File: src/rtl/bbp_pkg.sv
package bbp_pkg;

    typedef enum logic [1:0] {
        ST_IDLE    = 2'd0,
        ST_REQ     = 2'd1,
        ST_COLLECT = 2'd2,
        ST_FIN     = 2'd3
    } probe_st_e;

    typedef enum logic {
        SCAN_LEGACY = 1'b0,
        SCAN_FULL   = 1'b1
    } scan_mode_e;

    // A spare byte signals a marker when it is zero and the convention
    // looks at its position.
    function automatic logic marker_hit(scan_mode_e mode, logic first_byte,
                                        logic [7:0] value);
        return (value == 8'h00) && ((mode == SCAN_FULL) || first_byte);
    endfunction

endpackage

File: src/rtl/bbp_page_addr.sv
module bbp_page_addr
    import bbp_pkg::*;
#(
    parameter int BLK_W         = 10,
    parameter int PAGES_PER_BLK = 64,
    parameter int PAGE_W        = BLK_W + $clog2(PAGES_PER_BLK)
) (
    input  logic              clk,
    input  logic              rst,
    input  logic              load,
    input  logic              advance,
    input  logic [BLK_W-1:0]  blk,
    input  scan_mode_e        mode,
    output logic [PAGE_W-1:0] page
);
    localparam logic [PAGE_W-1:0] PPB_W     = PAGE_W'(PAGES_PER_BLK);
    localparam logic [PAGE_W-1:0] STEP_FULL = PAGE_W'(PAGES_PER_BLK - 1);
    localparam logic [PAGE_W-1:0] STEP_LEG  = PAGE_W'(1);

    logic [PAGE_W-1:0] step;

    always_comb begin
        step = (mode == SCAN_FULL) ? STEP_FULL : STEP_LEG;
    end

    always_ff @(posedge clk) begin
        if (rst) begin
            page <= '0;
        end else if (load) begin
            page <= PAGE_W'(blk) * PPB_W;
        end else if (advance) begin
            page <= page + step;
        end
    end

endmodule

File: src/rtl/bbp_spare_eval.sv
module bbp_spare_eval
    import bbp_pkg::*;
#(
    parameter int SPARE_BYTES = 16,
    parameter int CNT_W       = $clog2(SPARE_BYTES + 1)
) (
    input  logic       clk,
    input  logic       rst,
    input  logic       clr,
    input  logic       vld,
    input  logic [7:0] data,
    input  scan_mode_e mode,
    output logic       page_end,
    output logic       page_bad
);
    localparam logic [CNT_W-1:0] LAST_IDX = CNT_W'(SPARE_BYTES - 1);

    logic [CNT_W-1:0] cnt;
    logic             zero_q;
    logic             this_hit;

    always_comb begin
        this_hit = vld && marker_hit(mode, cnt == '0, data);
        page_end = vld && (cnt == LAST_IDX);
        page_bad = zero_q || this_hit;
    end

    always_ff @(posedge clk) begin
        if (rst || clr) begin
            cnt    <= '0;
            zero_q <= 1'b0;
        end else if (vld) begin
            cnt    <= cnt + 1'b1;
            zero_q <= zero_q || this_hit;
        end
    end

    AST_CNT_RANGE: assert property (@(posedge clk) disable iff (rst)
        cnt <= LAST_IDX + 1'b1);

endmodule

File: src/rtl/bbp_ctrl.sv
module bbp_ctrl
    import bbp_pkg::*;
(
    input  logic       clk,
    input  logic       rst,
    input  logic       start,
    input  logic       full_scan,
    input  logic       rd_err,
    input  logic       page_end,
    input  logic       page_bad,
    output logic       load,
    output logic       advance,
    output logic       clr,
    output scan_mode_e mode_q,
    output probe_st_e  st_q,
    output logic       bad_q,
    output logic       err_q
);
    probe_st_e st_d;
    logic      second_q;
    logic      finish_bad;
    logic      finish_clean;

    always_comb begin
        load         = (st_q == ST_IDLE) && start;
        clr          = (st_q == ST_REQ);
        finish_bad   = (st_q == ST_COLLECT) && !rd_err && page_end && page_bad;
        finish_clean = (st_q == ST_COLLECT) && !rd_err && page_end && !page_bad && second_q;
        advance      = (st_q == ST_COLLECT) && !rd_err && page_end && !page_bad && !second_q;
        st_d         = st_q;
        unique case (st_q)
            ST_IDLE:    if (start) st_d = ST_REQ;
            ST_REQ:     st_d = ST_COLLECT;
            ST_COLLECT: begin
                if (rd_err || finish_bad || finish_clean) st_d = ST_FIN;
                else if (advance)                          st_d = ST_REQ;
            end
            ST_FIN:     st_d = ST_IDLE;
            default:    st_d = ST_IDLE;
        endcase
    end

    always_ff @(posedge clk) begin
        if (rst) begin
            st_q     <= ST_IDLE;
            mode_q   <= SCAN_LEGACY;
            second_q <= 1'b0;
            bad_q    <= 1'b0;
            err_q    <= 1'b0;
        end else begin
            st_q <= st_d;
            if (load) begin
                mode_q   <= scan_mode_e'(full_scan);
                second_q <= 1'b0;
                bad_q    <= 1'b0;
                err_q    <= 1'b0;
            end else begin
                if (advance)    second_q <= 1'b1;
                if (finish_bad) bad_q    <= 1'b1;
                if ((st_q == ST_COLLECT) && rd_err) err_q <= 1'b1;
            end
        end
    end

    AST_ERR_ENDS: assert property (@(posedge clk) disable iff (rst)
        (st_q == ST_COLLECT && rd_err) |=> (st_q == ST_FIN && err_q && !bad_q));

endmodule

File: src/rtl/bad_block_probe.sv
module bad_block_probe
    import bbp_pkg::*;
#(
    parameter int BLK_W         = 10,
    parameter int PAGES_PER_BLK = 64,
    parameter int SPARE_BYTES   = 16,
    parameter int PAGE_W        = BLK_W + $clog2(PAGES_PER_BLK)
) (
    input  logic              clk,
    input  logic              rst,
    input  logic              start_i,
    input  logic [BLK_W-1:0]  blk_i,
    input  logic              full_scan_i,
    output logic              rd_req_o,
    output logic [PAGE_W-1:0] rd_page_o,
    input  logic              rd_vld_i,
    input  logic [7:0]        rd_data_i,
    input  logic              rd_err_i,
    output logic              busy_o,
    output logic              done_o,
    output logic              bad_o,
    output logic              err_o
);
    logic       load;
    logic       advance;
    logic       clr;
    logic       page_end;
    logic       page_bad;
    scan_mode_e mode_q;
    probe_st_e  st_q;

    bbp_ctrl u_ctrl (
        .clk       (clk),
        .rst       (rst),
        .start     (start_i),
        .full_scan (full_scan_i),
        .rd_err    (rd_err_i),
        .page_end  (page_end),
        .page_bad  (page_bad),
        .load      (load),
        .advance   (advance),
        .clr       (clr),
        .mode_q    (mode_q),
        .st_q      (st_q),
        .bad_q     (bad_o),
        .err_q     (err_o)
    );

    bbp_page_addr #(
        .BLK_W         (BLK_W),
        .PAGES_PER_BLK (PAGES_PER_BLK),
        .PAGE_W        (PAGE_W)
    ) u_addr (
        .clk     (clk),
        .rst     (rst),
        .load    (load),
        .advance (advance),
        .blk     (blk_i),
        .mode    (mode_q),
        .page    (rd_page_o)
    );

    bbp_spare_eval #(
        .SPARE_BYTES (SPARE_BYTES)
    ) u_eval (
        .clk      (clk),
        .rst      (rst),
        .clr      (clr),
        .vld      (rd_vld_i && (st_q == ST_COLLECT)),
        .data     (rd_data_i),
        .mode     (mode_q),
        .page_end (page_end),
        .page_bad (page_bad)
    );

    always_comb begin
        rd_req_o = (st_q == ST_REQ);
        busy_o   = (st_q != ST_IDLE);
        done_o   = (st_q == ST_FIN);
    end

    // Requests issued since the last accepted start
    logic [1:0] req_cnt;
    always_ff @(posedge clk) begin
        if (rst) begin
            req_cnt <= '0;
        end else if (start_i && !busy_o) begin
            req_cnt <= '0;
        end else if (rd_req_o && req_cnt != 2'd3) begin
            req_cnt <= req_cnt + 1'b1;
        end
    end

    AST_REQ_PULSE: assert property (@(posedge clk) disable iff (rst)
        rd_req_o |=> !rd_req_o);
    AST_TWO_PAGES_MAX: assert property (@(posedge clk) disable iff (rst)
        req_cnt <= 2'd2);
    AST_VERDICT_EXCL: assert property (@(posedge clk) disable iff (rst)
        !(bad_o && err_o));
    AST_BUSY_HOLD: assert property (@(posedge clk) disable iff (rst)
        (busy_o && !done_o) |=> busy_o);
    AST_DONE_PULSE: assert property (@(posedge clk) disable iff (rst)
        done_o |=> (!done_o && !busy_o));

endmodule

File: config.mk
export PLATFORM = sky130hd
export DESIGN_NAME = bad_block_probe
export DESIGN_NICKNAME = d
export VERILOG_FILES = /design/src/rtl/bbp_pkg.sv /design/src/rtl/bbp_page_addr.sv /design/src/rtl/bbp_spare_eval.sv /design/src/rtl/bbp_ctrl.sv /design/src/rtl/bad_block_probe.sv
export SDC_FILE = /design/constraint.sdc
export NUM_CORES = 1
export LEC_CHECK = 0
export ABC_CLOCK_PERIOD_IN_PS = 4550
export BUFFER_PORTS_ARGS = -buffer_cell sky130_fd_sc_hd__buf_2
export CORE_UTILIZATION = 58
export CTS_BUF_LIST = sky130_fd_sc_hd__clkbuf_4
export DETAILED_ROUTE_END_ITERATION = 7
export GPL_TIMING_DRIVEN = 0
export MAX_ROUTING_LAYER = met4
export PLACE_DENSITY = 0.95
export REMOVE_ABC_BUFFERS = 1
export SETUP_SLACK_MARGIN = 0.15
export SLEW_MARGIN = 30
export SYNTH_ARGS = -nofsm -noshare
export SYNTH_HDL_FRONTEND = slang
export SYNTH_SLANG_ARGS = --single-unit
File: constraint.sdc
create_clock -name clk -period 4.55 [get_ports clk]
set_input_delay 0.91 -clock clk [delete_from_list [all_inputs] [get_ports clk]]
set_output_delay 0.91 -clock clk [all_outputs]
set_load 0.02 [all_outputs]
* Word level (Yosys, flattened, before mapping)
Index checks and enable logic that the tools add are counted.
W data, S select, Z words.
** Cells by class
- Add/sub/neg operators :: 2
- Equal/unequal tests :: 6
- Multiplexer cells :: 7
- Reductions and logical operators :: 27
** Operator list (count)
- $mux W16 :: 2
- $add A16 B16 Y16 :: 1
- $logic_and A1 B1 Y1 :: 12
- $logic_not A8 Y1 :: 1
- $pmux W2 S4 :: 1
- $mux W2 :: 3
- $mux W6 :: 1
- $add A5 B1 Y5 const B :: 1
- $eq A5 B4 Y1 const B :: 1
- $logic_not A5 Y1 :: 1
- $logic_or A1 B1 Y1 :: 5
- $eq A2 B2 Y1 const B :: 2
- $reduce_bool A2 Y1 :: 2
- $logic_not A1 Y1 :: 3
- $ne A3 B2 Y1 const B :: 1
- $eq A2 B1 Y1 const B :: 1
- $logic_not A2 Y1 :: 1
- $ne A2 B2 Y1 const B :: 1
- $reduce_and A2 Y1 :: 1
- $reduce_or A2 Y1 :: 1
** Storage, ports and cells
- Bits in registers :: 28
- Bits of input ports :: 24
- Output and inout bits :: 21
- Word-level logic and storage cells :: 51

* Longest topological paths before layout
Gate-level depths: netlist of the first run.
- Depth in word-level cells :: 11
- Depth in mapped cells :: 9
- Depth with buffers taken out :: 8

* Modules after synthesis
From an unflattened synthesis of the first run, not the netlist that was laid out.
** Second synthesis, totals
- Cells, all modules :: 201
- Area, all modules :: 1736.7 µm²
** Modules (own cells, without submodules)
- bbp_page_addr :: instances 1, cells each 129, area an instance 1056.0 µm²
- bbp_spare_eval :: instances 1, cells each 39, area an instance 359.1 µm²
- bbp_ctrl :: instances 1, cells each 29, area an instance 289.0 µm²
- bad_block_probe :: instances 1, cells each 4, area an instance 32.5 µm²

* Worst setup path after synthesis of the first run
No wires, ideal clock.
- Path type :: input to register
- From :: in rd_vld_i
- To :: reg u_addr.page[12]
- Arrival time :: 2.273 ns
- Data required time :: 4.476 ns
- Path slack :: 2.203 ns
- Cell stages on the path :: 7
- Buffers on the path :: 2
- Cell sequence :: clkbuf_1 -> nand2_1 -> nor4_4 -> nand2_2 -> buf_2 -> or4_1 -> a31oi_1
** On the way
- Cells in the longest elaborated chain, start to end :: 7
** Ends and longest elaborated chain
- start, declared :: RTL line bad_block_probe.sv:16 : input logic rd_vld_i,
- $logic_and A1 B1 Y1 * :: RTL line bad_block_probe.sv:69 : .vld (rd_vld_i && (st_q == ST_COLLECT)),
- $logic_and A1 B1 Y1 :: RTL line bbp_spare_eval.sv:23 : this_hit = vld && marker_hit(mode, cnt == '0, data);
- $logic_or A1 B1 Y1 :: RTL line bbp_spare_eval.sv:25 : page_bad = zero_q || this_hit;
- $logic_not A1 Y1 :: RTL line bbp_ctrl.sv:29 : advance = (st_q == ST_COLLECT) && !rd_err && page_end && !page_bad && !second_q;
- $logic_and A1 B1 Y1 * (2 in series) :: RTL line bbp_ctrl.sv:29
- $reduce_bool A2 Y1 (no source line) *
- end signal, assigned :: RTL line bbp_page_addr.sv:30 : page <= PAGE_W'(blk) * PPB_W;
- end signal, assigned :: RTL line bbp_page_addr.sv:32 : page <= page + step;
- end, declared :: RTL line bbp_page_addr.sv:14 : output logic [PAGE_W-1:0] page
Every way passes the cells marked *; elsewhere a longest branch is shown, timed or not.
A chain may end at the register's enable or synchronous reset.

* Final worst setup path of the first run
- From :: reg u_eval.cnt[1]
- To :: reg u_addr.page[14]
** On the way
- Cells in the longest elaborated chain, start to end :: 9
** Ends and longest elaborated chain
- start, declared :: RTL line bbp_spare_eval.sv:18 : logic [CNT_W-1:0] cnt;
- start signal, assigned :: RTL line bbp_spare_eval.sv:33 : cnt <= cnt + 1'b1;
- $logic_not A5 Y1 :: RTL line bbp_spare_eval.sv:23
- $logic_or A1 B1 Y1 :: RTL line bbp_pkg.sv:19 : return (value == 8'h00) && ((mode == SCAN_FULL) || first_byte);
- $logic_and A1 B1 Y1 :: RTL line bbp_pkg.sv:19
- $logic_and A1 B1 Y1 :: RTL line bbp_spare_eval.sv:23
- $logic_or A1 B1 Y1 :: RTL line bbp_spare_eval.sv:25
- $logic_not A1 Y1 :: RTL line bbp_ctrl.sv:29
- $logic_and A1 B1 Y1 * (2 in series) :: RTL line bbp_ctrl.sv:29
- $reduce_bool A2 Y1 (no source line) *
Marked as above.

==> summary.md, run 1 <==
| Metric | Value |
|---|---|
| First drt pass iteration count | `4` |
| Hold path depth | `2` |
| DRC | `0` |
| Commonest non-fill, non-tap cell in the layout | `buf_2` |
| Worst-Margin Slew | `0.5558 ns` |
| Diode count | `0` |
| GRT met2 Usage | `0.4218` |
| Via density | `6.018` |
| CTS tree | `done` |
| RSZ-0062 raised after global routing | `false` |
| Final Max Slew Viols | `0` |
| Post-synthesis xor/xnor area fraction | `0.02060` |
| Seq/Total Area, Yosys | `0.3297` |
| Internal power | `321.5 uW` |
| Yosys warns | `0` |
| Asr flop ratio synth | `0` |
| Clock sinks | `28` |
| Number of synthesized flops with an enable pin | `0` |
| Drt initial violations | `100` |
| DP Cell Count | `280` |
| Area Growth Syn to Fin | `15.08%` |
| Compound-Gate Fraction of Synth Area | `0.2664` |
| Bufs on Longest Clock Path | `2` |
| Num ports | `45` |
| Status | `complete, no violations` |
| Post-DRT Antenna Nets | `0` |
| Type of the worst setup path | `flop to flop` |
| Critical Path Sink Type | `flop` |
| Die height | `56.15 microns` |
| Final setup fails | `0` |
| Clock root cell | `clkbuf_4` |
| Synth Area in Simple Gates | `0.2575` |
| First-pass GRT wire length | `6706 microns` |
| Initial core utilization | `0.6166` |
| Switching power | `141.7 uW` |
| Min Tclk post-route | `2.500 ns` |
| Fin crit share | `0.5494` |
| Flop pwr share | `0.585` |
| HP Start | `u_ctrl.bad_q` |
| Predominant post-synthesis flop cell | `dfxtp_1` |
| Clock power share | `0.233` |
| Num rows | `19` |
| Met3 global-route usage | `0.02558` |
| Post-Synth Adder-Cell Area | `0.07064` |
| DP HPWL | `2835 microns` |
| Post-synthesis cell count | `214` |
| Final Hold Viols | `0` |
| CP max FO | `13` |
| Hold Path End | `u_ctrl.bad_q` |
| Max Cap Viol | `0` |
| Die area | `0.003152 sq mm` |
| Initial antenna violation count | `0` |
| Chip width | `56.15 microns` |
| Pwr Density | `236.7 mW/mm^2` |
| Final core occ | `0.7096` |
| Final #Nets | `287` |
| IO buf count | `44` |
| Mean post-synth cell area | `7.946 sq um` |
| TNS Setup | `0 ns` |
| Core area | `0.002758 sq mm` |
| Critical path required time | `4.80 ns` |
| Yosys cell types | `48` |
| Met1 Use GR | `0.3512` |
| Critical path arrival | `2.75 ns` |
| Number of synthesized register bits | `28` |
| Crit path launch type | `flop` |
| Final non-filler cell total | `284` |
| Origin of the critical flop-to-flop path | `u_eval.cnt[1]` |
| Fillers | `227` |
| Reg2reg setup slack | `2.05 ns` |
| Largest family of logic cells by synthesized area | `compound AO/OA/AOI/OAI gates` |
| CTS buffer count | `3` |
| Gr ovfl total | `0` |
| Worst r2r dst | `u_addr.page[14]` |
| Fmax | `400.0 MHz` |
| Clk_lat worst skew | `0.34 ns` |
| HP Class | `flop to flop` |
| Mux cell area share after synthesis | `0.006623` |
| Clk pin slew, worst setup/hold paths | `0.15 ns` |
| Htree depth | `1` |
| Comb pwr share | `0.182` |
| Layout Skew | `0.004559 ns` |
| R2R depth | `8` |
| Commonest cells after routing, fill and taps aside | `buf_2 (44), dfxtp_1 (28), nand2_1 (26)` |
| Resize count post-CTS | `0` |
| GRT Util Overall | `0.2673` |
| Max-slew headroom | `0.6290` |
| Peak VDD IR | `0.0002186 V` |
| P_leak | `0.0008070 uW` |
| Sw Ratio | `0.3059` |
| Largest net degree at the start of global routing | `25` |
| Vias | `1709` |
| Wire length per cell | `13.63 microns` |
| Hold Buf Count CTS | `0` |
| Share of cells above drive strength 1 | `0.2292` |
| Global route hottest layer | `met2` |
| Vias in the first global route | `1562` |
| Final WL | `3872 microns` |
| Post-Synthesis Cell Area | `0.001700 sq mm` |
| Post-CTS setup buffers | `0` |
| Routability cong. | `0.8191` |
==> kinds of logic (layout without fill, tap and decap cells) <==
kind of cell | after synthesis | count (layout)
buf+inv | 21 | 60
compound gates | 68 | 68
flops | 28 | 28
xor+xnor | 4 | 4
simple gates | 83 | 83
fa+ha+maj | 9 | 9
mux | 1 | 1
==> per-layer routing <==
metal	vias to the layer above	routed length (microns)	share of wire
li1	869	-	-
met4	0	45	0.012
met3	5	166	0.043
met5	-	0	0
met1	783	1788	0.46
met2	52	1871	0.48
==> how the worst max path moves through the flow <==
| stage | start | depth (start not counted) | endpoint | slack (ns) |
|---|---|---|---|---|
| floorplan | start_i | 4 | u_addr.page[6] | 2.29 |
| detailed placement | rd_vld_i | 6 | u_addr.page[14] | 1.98 |
| global route | u_eval.cnt[1] | 8 | u_addr.page[14] | 1.96 |
| global placement | start_i | 5 | u_addr.page[6] | 1.67 |
| finish | u_eval.cnt[1] | 8 | u_addr.page[14] | 2.05 |
| CTS | u_eval.cnt[1] | 8 | u_addr.page[14] | 2.09 |
==> per-stage QoR <==
stage	setup WS (ns)	instance area (sq um)	total power, uW	hold slack, ns
2_1_floorplan	2.287	1659	323.3	0.4602
3_3_place_gp	1.672	1918	356.1	0.4303
3_5_place_dp	1.977	1931	359.9	0.4429
4_1_cts	2.092	1957	465.6	0.4634
5_1_grt	1.963	1957	483.8	0.4938
6_report	2.050	1957	463.1	0.4585
==> cell usage after synthesis, drive strengths merged, types with 5 or more instances <==
| library cell | count | area share |
|---|---|---|
| or4 | 6 | 0.026 |
| o21ai | 7 | 0.021 |
| inv | 11 | 0.024 |
| dfxtp | 28 | 0.33 |
| nand4 | 5 | 0.018 |
| nor2 | 17 | 0.038 |
| o211ai | 9 | 0.043 |
| a21oi | 24 | 0.071 |
| nand3 | 5 | 0.015 |
| clkbuf | 7 | 0.015 |
| nand2 | 27 | 0.061 |
| ha | 8 | 0.059 |
==> area by class of cell <==
| type | count | area, sq um | area share |
|---|---|---|---|
| multi-input cells | 165 | 1062 | 0.5428 |
| flip-flops and latches | 28 | 560.5 | 0.2864 |
| repair buffers | 45 | 227.7 | 0.1164 |
| inverters | 11 | 41.29 | 0.02110 |
| well taps | 31 | 38.79 | 0.01982 |
| clock buffers | 3 | 22.52 | 0.01151 |
| clock inverters | 1 | 3.754 | 0.001918 |
==> state kept, by name (all words and copies together) (netlist names) <==
name	flops
u_addr.page	16
u_eval.cnt	5
u_ctrl.st_q	2
u_ctrl.bad_q	1
u_ctrl.err_q	1
u_ctrl.mode_q	1
u_ctrl.second_q	1
u_eval.zero_q	1
==> critical path, cell delays in order (launching register included) <==
cell and delay [ns]:
dfxtp_1 0.44, ha_1 0.21, and3_1 0.18, ha_1 0.16, nand2_1 0.11, nor4_4 0.28, nand2_2 0.23, or4_1 0.51
a311oi_1 0.29
==> power groups by stage <==
stage	clock, uW	combinational [uW]	sequential [uW]
floorplan	0	42.7	281
global placement	0	80.6	275
detailed placement	0	83.8	276
CTS	111	84.2	271
global route	117	93.1	274
finish	108	84.3	271
(Power assumes the default switching activity.)
==> run 2, diff against run 1 <==
ABC_CLOCK_PERIOD_IN_PS = 2100   (was 4550)
CORE_UTILIZATION = 49   (was 58)
PLACE_DENSITY = 0.88   (was 0.95)
clock period = 2.1 ns   (was 4.55 ns; I/O delays follow)
==> summary.md, run 2 (synthesized netlist as in run 1, its figures left out) <==
| Metric | Value |
|---|---|
| Status | `complete, but fails checks` |
| Failing checks | `setup timing` |
| Reg2reg setup slack | `-0.01 ns (-2.06 ns)` |
| Largest regs | `u_addr.page: 16 flops, u_eval.cnt: 5 flops, u_ctrl.st_q: 2 flops` |
| Bufs on Longest Clock Path | `2 (unchanged)` |
| First-pass GRT wire length | `7341 microns (+9.5%)` |
| Switching power | `324.6 uW (+130%)` |
| R2R depth | `9 (+1)` |
| Post-DRT Antenna Nets | `0 (unchanged)` |
| Largest reg by FF count | `u_addr.page` |
| Initial core utilization | `0.5096 (-0.1070)` |
| Diode count | `0 (unchanged)` |
| Hold Path End | `u_ctrl.mode_q` |
| Origin of the critical flop-to-flop path | `u_eval.cnt[0]` |
| Worst r2r dst | `u_addr.page[10]` |
| Fmax | `473.7 MHz (+18%)` |
| Global route hottest layer | `met2` |
| Final WL | `4860 microns (+26%)` |
| CTS buffer count | `3 (unchanged)` |
| Clk_lat worst skew | `0.34 ns (about the same)` |
| P_leak | `0.0009340 uW (+16%)` |
| GRT Util Overall | `0.2726 (+0.005300)` |
| Num ports | `45 (unchanged)` |
| Peak VDD IR | `0.0002402 V (+9.9%)` |
| Die height | `60.91 microns (+8.5%)` |
| Vias in the first global route | `1684 (+7.8%)` |
| Met3 global-route usage | `0.03625 (+0.01067)` |
| Crit path launch type | `flop` |
| Critical Path, Cell by Cell | `buf_6 > inv_1 > ha_2 > nor4b_1 > o211ai_2 > nand2_4 > buf_6 > or4_4 > a31oi_1` |
| Min Tclk post-route | `2.111 ns (-0.3887 ns)` |
| Sw Ratio | `0.3154 (+0.009487)` |
| Clk pin slew, worst setup/hold paths | `0.16 ns (about the same)` |
| Critical path required time | `2.38 ns (-2.42 ns)` |
| Final instance area | `0.002330 sq mm (+19%)` |
| Final setup fails | `1 (+1)` |
| First drt pass iteration count | `4 (unchanged)` |
| Final Max Slew Viols | `0 (unchanged)` |
| DP Cell Count | `295 (+5.4%)` |
| CTS tree | `done` |
| Die area | `0.003710 sq mm (+18%)` |
| Max-slew headroom | `0.7059 (+0.07698)` |
| Num rows | `21 (+2)` |
| Internal power | `704.6 uW (+120%)` |
| Gr ovfl total | `0 (unchanged)` |
| Final Hold Viols | `0 (unchanged)` |
| Comb pwr share | `0.196 (+0.014)` |
| TNS Setup | `-0.01117 ns (-0.01117 ns)` |
| Met1 Use GR | `0.3255 (-0.02574)` |
| Final core occ | `0.6982 (-0.01146)` |
| Pwr Density | `441.8 mW/mm^2 (+87%)` |
| RSZ-0062 raised after global routing | `true` |
| Area Growth Syn to Fin | `37.01%` |
| Worst-Margin Slew | `0.4411 ns (-0.1147 ns)` |
| DP Area | `0.001949 sq mm (+0.97%)` |
| Final non-filler cell total | `321 (+13%)` |
| Clock power share | `0.231 (-0.002)` |
| GRT met2 Usage | `0.4568 (+0.03506)` |
| Final #Nets | `309 (+7.7%)` |
| Final worst setup slack | `-0.01117 ns (-2.061 ns)` |
| Initial antenna violation count | `0 (unchanged)` |
| Via density | `5.981 (-0.60%)` |
| Fin crit share | `1.005 (+0.4559)` |
| Commonest non-fill, non-tap cell in the layout | `buf_2` |
| Wire length per cell | `15.14 microns (+11%)` |
| Flop pwr share | `0.573 (-0.012)` |
| Vias | `1920 (+12%)` |
| Commonest cells after routing, fill and taps aside | `buf_2 (44), nand2_1 (21), dfxtp_1 (21)` |
| Chip width | `60.91 microns (+8.5%)` |
| Max reg flops | `16 (unchanged)` |
| Drt initial violations | `157 (+57%)` |
| Type of the worst setup path | `flop to flop` |
| Critical Path Sink Type | `flop` |
| Clock sinks | `28 (unchanged)` |
| Routability cong. | `0.8955 (+9.3%)` |
| Most prevalent standard cell on the critical path | `buf_6` |
| IO buf count | `44 (unchanged)` |
| CP max stage cell | `or4_4` |
| CP peak stage delay | `0.47 ns (-0.04 ns)` |
| Fillers | `269 (+19%)` |
| CP max FO | `4 (-9)` |
| DRC | `0 (unchanged)` |
| Htree depth | `1 (unchanged)` |
| Critical path arrival | `2.39 ns (-0.36 ns)` |
| Pre-CTS setup slack | `-0.2584 ns (-2.236 ns)` |
| Clock root cell | `clkbuf_4` |
| HP Class | `primary input to flop` |
| Max Cap Viol | `0 (unchanged)` |
| Largest net degree at the start of global routing | `25 (unchanged)` |
| Share of cells above drive strength 1 | `0.4000 (+0.1708)` |
| Core area | `0.003337 sq mm (+21%)` |
| DP HPWL | `2910 microns (+2.7%)` |
| Hold path depth | `3 (+1)` |
| HP Start | `full_scan_i` |
| Layout Skew | `0.007144 ns (+0.002585 ns)` |
-- run 2: cell count changes in the layout (fill, tap and decap cells not counted), sizes merged --
cell,previous run,this run
buf,45,67
-- run 2: power groups by stage --
stage	clock network, uW	logic, uW	registers [uW]
final	238	202	589
after global routing	275	222	594
after CTS	242	186	588
after detailed placement	0	181	599
after global placement	0	175	597
after floorplan	0	92.5	608
-- run 2: layer usage --
metal | part of all wire | routed length, microns
met5 | 0 | 0
met4 | 0.015 | 73
met3 | 0.055 | 265
met2 | 0.48 | 2328
met1 | 0.45 | 2193
-- run 2: final cells by class --
type | count | area (sq um) | area share
Sequential cell | 28 | 576.8 | 0.2476
Clock inverter | 1 | 3.754 | 0.001611
Clock buffer | 3 | 22.52 | 0.009667
Inverter | 11 | 41.29 | 0.01772
Multi-Input combinational cell | 165 | 1205 | 0.5172
Tap cell | 46 | 57.56 | 0.02470
Timing Repair Buffer | 67 | 422.9 | 0.1815
-- run 2: repair_timing --
item,CTS,global route
hold buffers,0,0
buffers inserted,14,8
pin swaps,11,10
setup endpoints to repair,16,20
gates resized for setup,26,23
-- run 2: stage by stage --
step,hold slack (ns),total power [uW]
floorplan,0.4602,700.5
global placement,0.4325,772.0
detailed placement,0.4349,779.7
CTS,0.2930,1016
global route,0.2919,1092
finish,0.2977,1029
-- run 2: how the worst max path moves through the flow --
stage                           end  cells after the start     startpoint  slack (ns)
floorplan           u_addr.page[14]                      8  u_eval.cnt[1]       0.005
global placement     u_addr.page[6]                      5        start_i       -0.33
detailed placement  u_addr.page[14]                      8  u_eval.cnt[1]       -0.26
CTS                 u_addr.page[10]                      9  u_eval.cnt[0]       -0.07
global route        u_addr.page[10]                      9  u_eval.cnt[0]       -0.11
finish              u_addr.page[10]                      9  u_eval.cnt[0]       -0.01
-- run 2: worst max-delay path: cells and delay by family, from the launching register on --
kind | cells | cell delay [ns]
simple gates | 3 | 0.73
fa+ha+maj | 1 | 0.17
buf+inv | 3 | 0.29
compound gates | 2 | 0.47
flops | 1 | 0.39
==> run 3, diff against run 2 <==
ABC_AREA = 1   (was default)
CORE_UTILIZATION = 50   (was 49)
==> summary.md, run 3 <==
| Metric | Value |
|---|---|
| Clk pin slew, worst setup/hold paths | `0.16 ns (about the same)` |
| End of the critical path | `u_addr.page[0]` |
| Top cells by area, synth | `dfxtp_1 (30%), nand2_1 (17%), inv_1 (8.6%)` |
| Peak VDD IR | `0.0004807 V (+100%)` |
| Initial core utilization | `0.5429 (+0.03337)` |
| IO buf count | `44 (unchanged)` |
| Drt initial violations | `222 (+41%)` |
| DRC | `0 (unchanged)` |
| Mean post-synth cell area | `6.298 sq um (-21%)` |
| Vias | `2084 (+8.5%)` |
| Fin crit share | `0.8810 (-0.1243)` |
| Htree depth | `1 (unchanged)` |
| Cell with the most instances after synthesis | `nand2_1` |
| Routability cong. | `0.8884 (-0.79%)` |
| Number of synthesized register bits | `28 (unchanged)` |
| Final core occ | `0.6822 (-0.01598)` |
| Min Tclk post-route | `1.850 ns (-0.2611 ns)` |
| Clock sinks | `28 (unchanged)` |
| Number of synthesized flops with an enable pin | `0 (unchanged)` |
| Final instance area | `0.002366 sq mm (+1.6%)` |
| Final worst setup slack | `0.2499 ns (+0.2611 ns)` |
| Predominant post-synthesis flop cell | `dfxtp_1` |
| Crit path launch type | `flop` |
| Synth cell count leaders | `nand2_1 (87), inv_1 (43), nor2_1 (40)` |
| Num rows | `21 (unchanged)` |
| Final setup fails | `0 (-1)` |
| Setup crit start | `u_eval.cnt[2]` |
| Via density | `5.236 (-12%)` |
| RSZ-0062 raised after global routing | `false` |
| GRT met2 Usage | `0.4162 (-0.04061)` |
| Reg2reg setup slack | `0.25 ns (+0.26 ns)` |
| CP max FO | `6 (+2)` |
| Asr flop ratio synth | `0 (unchanged)` |
| Critical Path Sink Type | `flop` |
| Die height | `63.37 microns (+4.0%)` |
| Num ports | `45 (unchanged)` |
| Worst r2r dst | `u_addr.page[0]` |
| Origin of the critical flop-to-flop path | `u_eval.cnt[2]` |
| Chip width | `63.37 microns (+4.0%)` |
| DP HPWL | `3190 microns (+9.6%)` |
| Max-slew headroom | `0.7124 (+0.006439)` |
| CTS tree | `done` |
| Status | `complete, no violations` |
| Post-synth top area cell | `dfxtp_1` |
| Clock root cell | `clkbuf_4` |
| Pwr Density | `533.0 mW/mm^2 (+21%)` |
| Post-Synthesis Cell Area | `0.001883 sq mm (+11%)` |
| Met1 Use GR | `0.2783 (-0.04716)` |
| Met3 global-route usage | `0.05616 (+0.01991)` |
| TNS Setup | `0 ns (+0.01117 ns)` |
| P_leak | `0.001187 uW (+27%)` |
| First-pass GRT wire length | `7679 microns (+4.6%)` |
| Gr ovfl total | `0 (unchanged)` |
| Share of cells above drive strength 1 | `0.2301 (-0.1699)` |
| Type of the worst setup path | `flop to flop` |
| Area Growth Syn to Fin | `25.65%` |
| Worst-Margin Slew | `0.4310 ns (-0.01013 ns)` |
| GRT Util Overall | `0.2433 (-0.02933)` |
| Yosys cell types | `30 (-38%)` |
| Final WL | `4987 microns (+2.6%)` |
| HP Class | `primary input to flop` |
| Largest reg by FF count | `u_addr.page` |
| Fillers | `296 (+10%)` |
| Max Cap Viol | `0 (unchanged)` |
| Critical path arrival | `2.14 ns (-0.25 ns)` |
| Largest regs | `u_addr.page: 16 flops, u_eval.cnt: 5 flops, u_ctrl.st_q: 2 flops` |
| Final #Nets | `386 (+25%)` |
| Post-DRT Antenna Nets | `0 (unchanged)` |
| Fmax | `540.5 MHz (+14%)` |
| Max reg flops | `16 (unchanged)` |
| Initial antenna violation count | `0 (unchanged)` |
| Global route hottest layer | `met2` |
| CTS buffer count | `3 (unchanged)` |
| Final Hold Viols | `0 (unchanged)` |
| Clk_lat worst skew | `0.34 ns (about the same)` |
| R2R depth | `9 (unchanged)` |
| Seq/Total Area, Yosys | `0.2977 (-0.03198)` |
| Largest net degree at the start of global routing | `18 (-28%)` |
| Post-synthesis cell count | `299 (+40%)` |
| Vias in the first global route | `1819 (+8.0%)` |
| Commonest cells after routing, fill and taps aside | `nand2_1 (85), buf_2 (44), inv_1 (43)` |
| Commonest non-fill, non-tap cell in the layout | `nand2_1` |
| Yosys top cell area share | `0.2977 (-0.03198)` |
| DP Area | `0.002133 sq mm (+9.4%)` |
| Wire length per cell | `12.53 microns (-17%)` |
| First drt pass iteration count | `4 (unchanged)` |
| Bufs on Longest Clock Path | `2 (unchanged)` |
| Yosys warns | `0 (unchanged)` |
| Worst hold margin | `0.3507 ns (+0.05301 ns)` |
| Critical path required time | `2.39 ns (about the same)` |
| Core area | `0.003468 sq mm (+3.9%)` |
| Diode count | `0 (unchanged)` |
| Die area | `0.004016 sq mm (+8.2%)` |
| Pre-CTS setup slack | `0.08264 ns (+0.3411 ns)` |
| Layout Skew | `0.01022 ns (+0.003072 ns)` |
| Final Max Slew Viols | `0 (unchanged)` |
## run 3: changes by cell type after synthesis, sizes merged, moves of 6 or more
| cell | before | now |
|---|---|---|
| clkbuf | 7 | 1 |
| inv | 11 | 43 |
| nand2 | 27 | 88 |
| nand3 | 5 | 33 |
| nor2 | 17 | 44 |
| o211ai | 9 | 0 |
| or4 | 6 | 0 |
## run 3: cell type report
type / instances / area, sq um / area share
Multi-Input combinational cell: 225 / 1250 / 0.5283
Sequential cell: 28 / 564.3 / 0.2385
Timing Repair Buffer: 50 / 269.0 / 0.1137
Inverter: 45 / 172.7 / 0.07298
Tap cell: 46 / 57.56 / 0.02433
Clock inverter: 1 / 30.03 / 0.01269
Clock buffer: 3 / 22.52 / 0.009519
## run 3: cells by family after synthesis
kind of cell    count (synthesis)  share of synthesized area
simple gates                  181                     0.4339
compound gates                 27                    0.07708
flops                          28                     0.2977
xor+xnor                        5                    0.02326
buf+inv                        49                     0.1043
fa+ha+maj                       9                    0.06379
## run 3: per-layer routing
| layer | vias up | wire, microns |
|---|---|---|
| li1 | 1060 | - |
| met1 | 922 | 2045 |
| met2 | 84 | 2487 |
| met3 | 18 | 345 |
| met4 | 0 | 108 |
| met5 | - | 0 |
## run 3: worst max-delay path, cell delays in order (launching register included)
cell and delay (ns):
dfxtp_1 0.42, inv_1 0.08, nor3_2 0.18, ha_2 0.21, nand3_4 0.09, nor2_4 0.16, buf_6 0.13, nand4_4 0.15
or2_0 0.27, a21oi_1 0.11
## run 3: repair_timing
action                                  4_1_cts  5_1_grt
hold buffers                                  0        0
setup buffers                                 1        5
resized for setup                             3       20
pin swaps                                     3        4
gates cloned                                  2        1
endpoints found under the setup margin       11       18
## run 3: stage by stage
step                total power [uW]  cells
floorplan                      796.1    295
global placement               876.4    385
detailed placement             886.2    385
CTS                             1248    392
global route                    1330    398
finish                          1261    398
## run 3: worst min-delay path by stage
stage	from	to	slack [ns]	cells after the start
CTS	rst	u_addr.page[6]	0.34	2
global route	rst	u_addr.page[8]	0.33	2
detailed placement	u_ctrl.err_q	u_ctrl.err_q	0.45	2
global placement	u_ctrl.err_q	u_ctrl.err_q	0.44	2
floorplan	u_eval.cnt[3]	u_eval.cnt[3]	0.45	2
finish	rst	u_addr.page[8]	0.35	2
## run 3: power by group
group | leakage [uW] | total, uW | switching [uW] | internal, uW
registers | 0.000229 | 606 | 43.7 | 562
logic | 0.000930 | 292 | 185 | 107
clock network | 0.0000279 | 364 | 171 | 193
total | 0.00119 | 1260 | 399 | 862
